$ cat src/rtl/dsr_pkg.sv
package dsr_pkg;

  typedef enum logic [1:0] {
    KEEP_ZERO_LAT = 2'd0,
    KEEP_LAST     = 2'd1,
    KEEP_FIRST    = 2'd2
  } keep_mode_e;

  // position that follows pos in a frame of m samples
  function automatic int unsigned pos_after(input int unsigned pos, input int unsigned m);
    return (pos + 1 == m) ? 0 : pos + 1;
  endfunction

  // frame position whose sample produces the output strobe
  function automatic int unsigned strobe_pos(input keep_mode_e mode, input int unsigned m);
    return (mode == KEEP_ZERO_LAT) ? 0 : m - 1;
  endfunction

endpackage

$ cat src/rtl/dsr_frame_ctr.sv
module dsr_frame_ctr #(
  parameter int unsigned        M    = 4,
  parameter dsr_pkg::keep_mode_e MODE = dsr_pkg::KEEP_LAST,
  localparam int unsigned       CW   = (M > 2) ? $clog2(M) : 1
) (
  input  logic          clk,
  input  logic          rst_n,
  input  logic          in_ce,
  output logic [CW-1:0] pos,
  output logic          cap_ce,
  output logic          upd_ce
);
  import dsr_pkg::*;

  localparam int unsigned UPD_POS = strobe_pos(MODE, M);

  logic [CW-1:0] pos_q, pos_n;
  logic          at_first_q;   // registered shutter: next sample opens a frame
  logic          at_last_q;    // next sample closes a frame

  always_comb pos_n = CW'(pos_after(int'(pos_q), M));

  always_ff @(posedge clk or negedge rst_n) begin
    if (!rst_n) begin
      pos_q      <= '0;
      at_first_q <= 1'b1;
      at_last_q  <= 1'b0;
    end else if (in_ce) begin
      pos_q      <= pos_n;
      at_first_q <= (pos_n == '0);
      at_last_q  <= (pos_n == CW'(M - 1));
    end
  end

  assign pos    = pos_q;
  assign cap_ce = in_ce & ((MODE == KEEP_LAST) ? at_last_q : at_first_q);
  assign upd_ce = in_ce & ((UPD_POS == 0) ? at_first_q : at_last_q);

endmodule

$ cat src/rtl/dsr_keep_path.sv
module dsr_keep_path #(
  parameter int unsigned        DW   = 8,
  parameter dsr_pkg::keep_mode_e MODE = dsr_pkg::KEEP_LAST
) (
  input  logic          clk,
  input  logic          rst_n,
  input  logic          cap_ce,
  input  logic          upd_ce,
  input  logic [DW-1:0] din,
  output logic [DW-1:0] dout,
  output logic [DW-1:0] first_hold
);
  import dsr_pkg::*;

  generate
    if (MODE == KEEP_ZERO_LAT) begin : g_zero
      logic [DW-1:0] hold_q;
      always_ff @(posedge clk or negedge rst_n) begin
        if (!rst_n)      hold_q <= '0;
        else if (cap_ce) hold_q <= din;
      end
      // shutter mux: live input passes straight to dout (timing hazard)
      assign dout       = upd_ce ? din : hold_q;
      assign first_hold = '0;
    end else if (MODE == KEEP_LAST) begin : g_last
      logic [DW-1:0] out_q;
      // capture and update strobes coincide in this variant
      always_ff @(posedge clk or negedge rst_n) begin
        if (!rst_n)               out_q <= '0;
        else if (cap_ce & upd_ce) out_q <= din;
      end
      assign dout       = out_q;
      assign first_hold = '0;
    end else begin : g_first
      logic [DW-1:0] open_q, out_q;
      always_ff @(posedge clk or negedge rst_n) begin
        if (!rst_n) begin
          open_q <= '0;
          out_q  <= '0;
        end else begin
          if (cap_ce) open_q <= din;
          if (upd_ce) out_q  <= open_q;
        end
      end
      assign dout       = out_q;
      assign first_hold = open_q;
    end
  endgenerate

endmodule

$ cat src/rtl/dsr_decim.sv
module dsr_decim #(
  parameter int unsigned        DW   = 16,
  parameter int unsigned        M    = 4,
  parameter dsr_pkg::keep_mode_e MODE = dsr_pkg::KEEP_LAST
) (
  input  logic          clk,
  input  logic          rst_n,
  input  logic          in_ce,
  input  logic [DW-1:0] din,
  output logic          out_ce,
  output logic [DW-1:0] dout
);
  localparam int unsigned CW = (M > 2) ? $clog2(M) : 1;

  generate
    if (M < 2) begin : g_bad_m
      initial $error("dsr_decim: M must be at least 2");
    end
  endgenerate

  logic [CW-1:0] frame_pos;
  logic          cap_ce;
  logic          upd_ce;
  logic [DW-1:0] first_hold;

  dsr_frame_ctr #(.M(M), .MODE(MODE)) u_ctr (
    .clk    (clk),
    .rst_n  (rst_n),
    .in_ce  (in_ce),
    .pos    (frame_pos),
    .cap_ce (cap_ce),
    .upd_ce (upd_ce)
  );

  dsr_keep_path #(.DW(DW), .MODE(MODE)) u_path (
    .clk        (clk),
    .rst_n      (rst_n),
    .cap_ce     (cap_ce),
    .upd_ce     (upd_ce),
    .din        (din),
    .dout       (dout),
    .first_hold (first_hold)
  );

  assign out_ce = upd_ce;

endmodule

$ cat config.mk
export PLATFORM = sky130hd
export DESIGN_NAME = dsr_decim
export DESIGN_NICKNAME = d
export VERILOG_FILES = /design/src/rtl/dsr_pkg.sv /design/src/rtl/dsr_frame_ctr.sv /design/src/rtl/dsr_keep_path.sv /design/src/rtl/dsr_decim.sv
export SDC_FILE = /design/constraint.sdc
export NUM_CORES = 1
export LEC_CHECK = 0
export ABC_AREA = 0
export BUFFER_PORTS_ARGS = -buffer_cell sky130_fd_sc_hd__buf_2
export CAP_MARGIN = 20
export CORE_UTILIZATION = 45
export DETAILED_ROUTE_END_ITERATION = 8
export PLACE_DENSITY = 0.77
export REMOVE_ABC_BUFFERS = 1
export SETUP_SLACK_MARGIN = 0.3
export SYNTH_ARGS = -nofsm -noshare
export SYNTH_HDL_FRONTEND = slang
export SYNTH_SLANG_ARGS = --single-unit
$ cat constraint.sdc
create_clock -name clk -period 2.5 [get_ports clk]
set_input_delay 0.5 -clock clk [delete_from_list [all_inputs] [get_ports clk]]
set_output_delay 0.5 -clock clk [all_outputs]
set_load 0.01 [all_outputs]
==> impl_metrics.py <==
metrics = {
    "drt": {
        "drcViolationCount": 2,
        "drtPass1Iterations": 6,
        "wl_per_cell_um": 12.5,
        "antenna_left": 0,
        "drt_iter0_markers": 9,
        "avgViaCountPerCell": 4.93,
        "vias": 493,
        "drt-total-wl_um": 1250,
    },
    "clock_tree": {
        "cts_htree_levels": 1,
        "cts-root-buf": "clkbuf_4",
        "cts_sinks": 19,
        "cts_resized": 0,
        "clk_pin_slew_ps": 110,
        "cts_setup_buffers": 0,
        "clock_latency_ps": 290,
        "postCtsHoldBufs": 0,
        "clock_path_buffers": 2,
        "cts_tree": "built",
        "cts_buffers": 3,
    },
    "floorplanning": {
        "start_util_pct": 49.9,
        "ios": 36,
        "core_area_um2": 1560,
        "fp.dieArea_um2": 1900,
        "rows": 14,
        "die_h_um": 43.6,
        "die_width_um": 43.6,
    },
    "sta": {
        "finalCriticalPeriod_ps": 1650,
        "worstMarginPinSlew_ps": 405,
        "setup_viol_count_final": 0,
        "finalWorstSetupSlack_ps": 852,
        "drv_slew": 0,
        "finClkSkew_ps": 11.3,
        "max_freq_mhz": 607,
        "finalSetupTns_ps": 0,
        "min_period_over_period_pct": 65.9,
        "max_slew_margin_pct": 73.0,
        "rsz0062_at_grt": "false",
        "finalHoldViolCount": 0,
    },
    "synth": {
        "synth.largest_area_cell": "dfrtp_1",
        "syn-cell-area_um2": 778,
        "ys_top_cells_by_area": "dfrtp_1 (61%), mux2_4 (17%), mux2_2 (12%)",
        "netlist_instances": 46,
        "syn_area_per_cell_um2": 16.9,
        "synth-seq-cells": 19,
        "yosysSeqAreaShare_pct": 61.1,
        "yosys_warnings": 0,
        "synth_top_cell_area_share_pct": 61.1,
        "ys_types": 11,
    },
    "power_and_ir_drop": {
        "ir_drop_mv": 0.636,
        "intPower_uw": 820,
        "powerDensity_nw_per_um2": 1220,
        "fin_total_pwr_mw": 1.20,
        "p_leak_nw": 0.538,
        "p_clk_share_pct": 12.6,
        "combPwrFrac_pct": 42.0,
        "switching_power_uw": 383,
        "power_frac_seq_pct": 45.4,
        "p_sw_share_pct": 31.8,
    },
    "placement": {
        "gp_congestion": 0.626,
        "dpl_cell_area_um2": 962,
        "dp_hpwl_um": 932,
        "preCtsSetupSlack_ps": 891,
        "port_buffers": 35,
    },
    "setup_path": {
        "critPathMaxStageDelay_ps": 410,
        "crit_cells": 3,
        "cp_num_buf_inv": 2,
        "start_kind": "flip-flop",
        "crit_family": "flip-flops",
        "slowest_stage": "dfrtp_1",
        "cp.required_ps": 2000,
        "path_class": "reg -> out",
        "reg2reg_depth": 2,
        "path_max_fanout": 17,
        "critPathArrivalTime_ps": 1150,
        "cp_cell_sequence": "nand2_4 -> inv_1 -> buf_2",
        "end_kind": "primary output",
    },
    "global_routing": {
        "antenna_found_initial": 0,
        "overflow": 0,
        "grt_pass1_wl_um": 2190,
        "grt_max_degree": 20,
        "track_usage_pct": 16.4,
        "grt_pass1_vias": 500,
    },
    "status": {
        "violations": "design-rule violations",
        "status": "complete, but fails checks",
    },
    "run": {
        "cap_violations": 0,
    },
    "cells_and_area": {
        "layout-drive-gt1-share_pct": 66.7,
        "mostFrequentLayoutCells": "buf_2 (35), dfrtp_1 (19), mux2_4 (9), mux2_2 (8), clkbuf_4 (3)",
        "nFillCells": 131,
        "fin_nets": 106,
        "diodes": 0,
        "final_common_cell": "buf_2",
        "multi_input_area_um2": 284,
        "syn_to_final_growth_pct": 27.0,
        "seq_area_um2": 475,
        "final_area_um2": 988,
    },
    "hold_path": {
        "hold_class": "in -> async",
    },
}
## final timing paths
kind	slack, ps	from	endpoint
max	850	u_ctr.at_last_q	out_ce
min	110	rst_n	u_path.dout[7]
max reg2reg	1380	u_ctr.at_last_q	u_path.dout[5]
min reg2reg	510	u_path.dout[9]	u_path.dout[9]
max in group asynchronous	2090	rst_n	u_ctr.pos[0]
min in group clk	420	din[2]	u_path.dout[2]
## cell usage after synthesis
cell type  number
a21oi_1         1
or3b_1          1
nor2_1          1
buf_6           1
mux2_4          9
nand2_4         1
mux2_2          8
ha_1            2
dfrtp_1        19
o21ai_0         1
inv_1           2
## cell type report
| type | count | share of cell area [%] |
|---|---|---|
| Sequential cell | 19 | 48.1 |
| Timing Repair Buffer | 35 | 17.7 |
| Inverter | 2 | 0.759 |
| Multi-Input combinational cell | 24 | 28.7 |
| Tap cell | 16 | 2.03 |
| Clock buffer | 4 | 2.66 |
## registers in the layout (all words and copies together), names as in the netlist
name             cells
u_path.dout         16
u_ctr.pos            2
u_ctr.at_last_q      1
## layer usage
metal	vias up	global-route usage, %	share of wire [%]
met5	-	0	0
met2	23	24.5	44
met4	0	9.38	2.4
met3	4	7.08	8.5
met1	233	19.7	45
li1	233	-	-
## logic make-up after synthesis
family                     synth area share, %
DFF                                       61.1
muxes                                     28.9
buffers and inverters                     2.41
and+or+nand+nor                           3.05
AOI/OAI and AO/OA                         1.28
adders and majority gates                 3.21
## stage by stage
| step | instances | hold WS [ps] | utilization (%) |
|---|---|---|---|
| global route | 100 | 134 | 63.4 |
| CTS | 100 | 118 | 63.4 |
| global placement | 96 | 453 | 61.7 |
| finish | 100 | 112 | 63.4 |
| floorplan | 45 | 204 | - |
| detailed placement | 96 | 453 | 61.7 |
## power groups by stage
stage               Clock [mW]  Combinational, mW  Sequential (mW)
global route             0.176              0.552            0.573
detailed placement           0              0.513            0.554
finish                   0.151              0.506            0.547
floorplan                    0              0.256            0.614
global placement             0              0.498            0.549
CTS                      0.159              0.514            0.549
## worst reg2reg max path, stage by stage (launching register included)
cell and delay [ps]:
dfrtp_1 410, nand2_4 230, mux2_2 370
No activity file was read; power rests on OpenSTA's default activity.
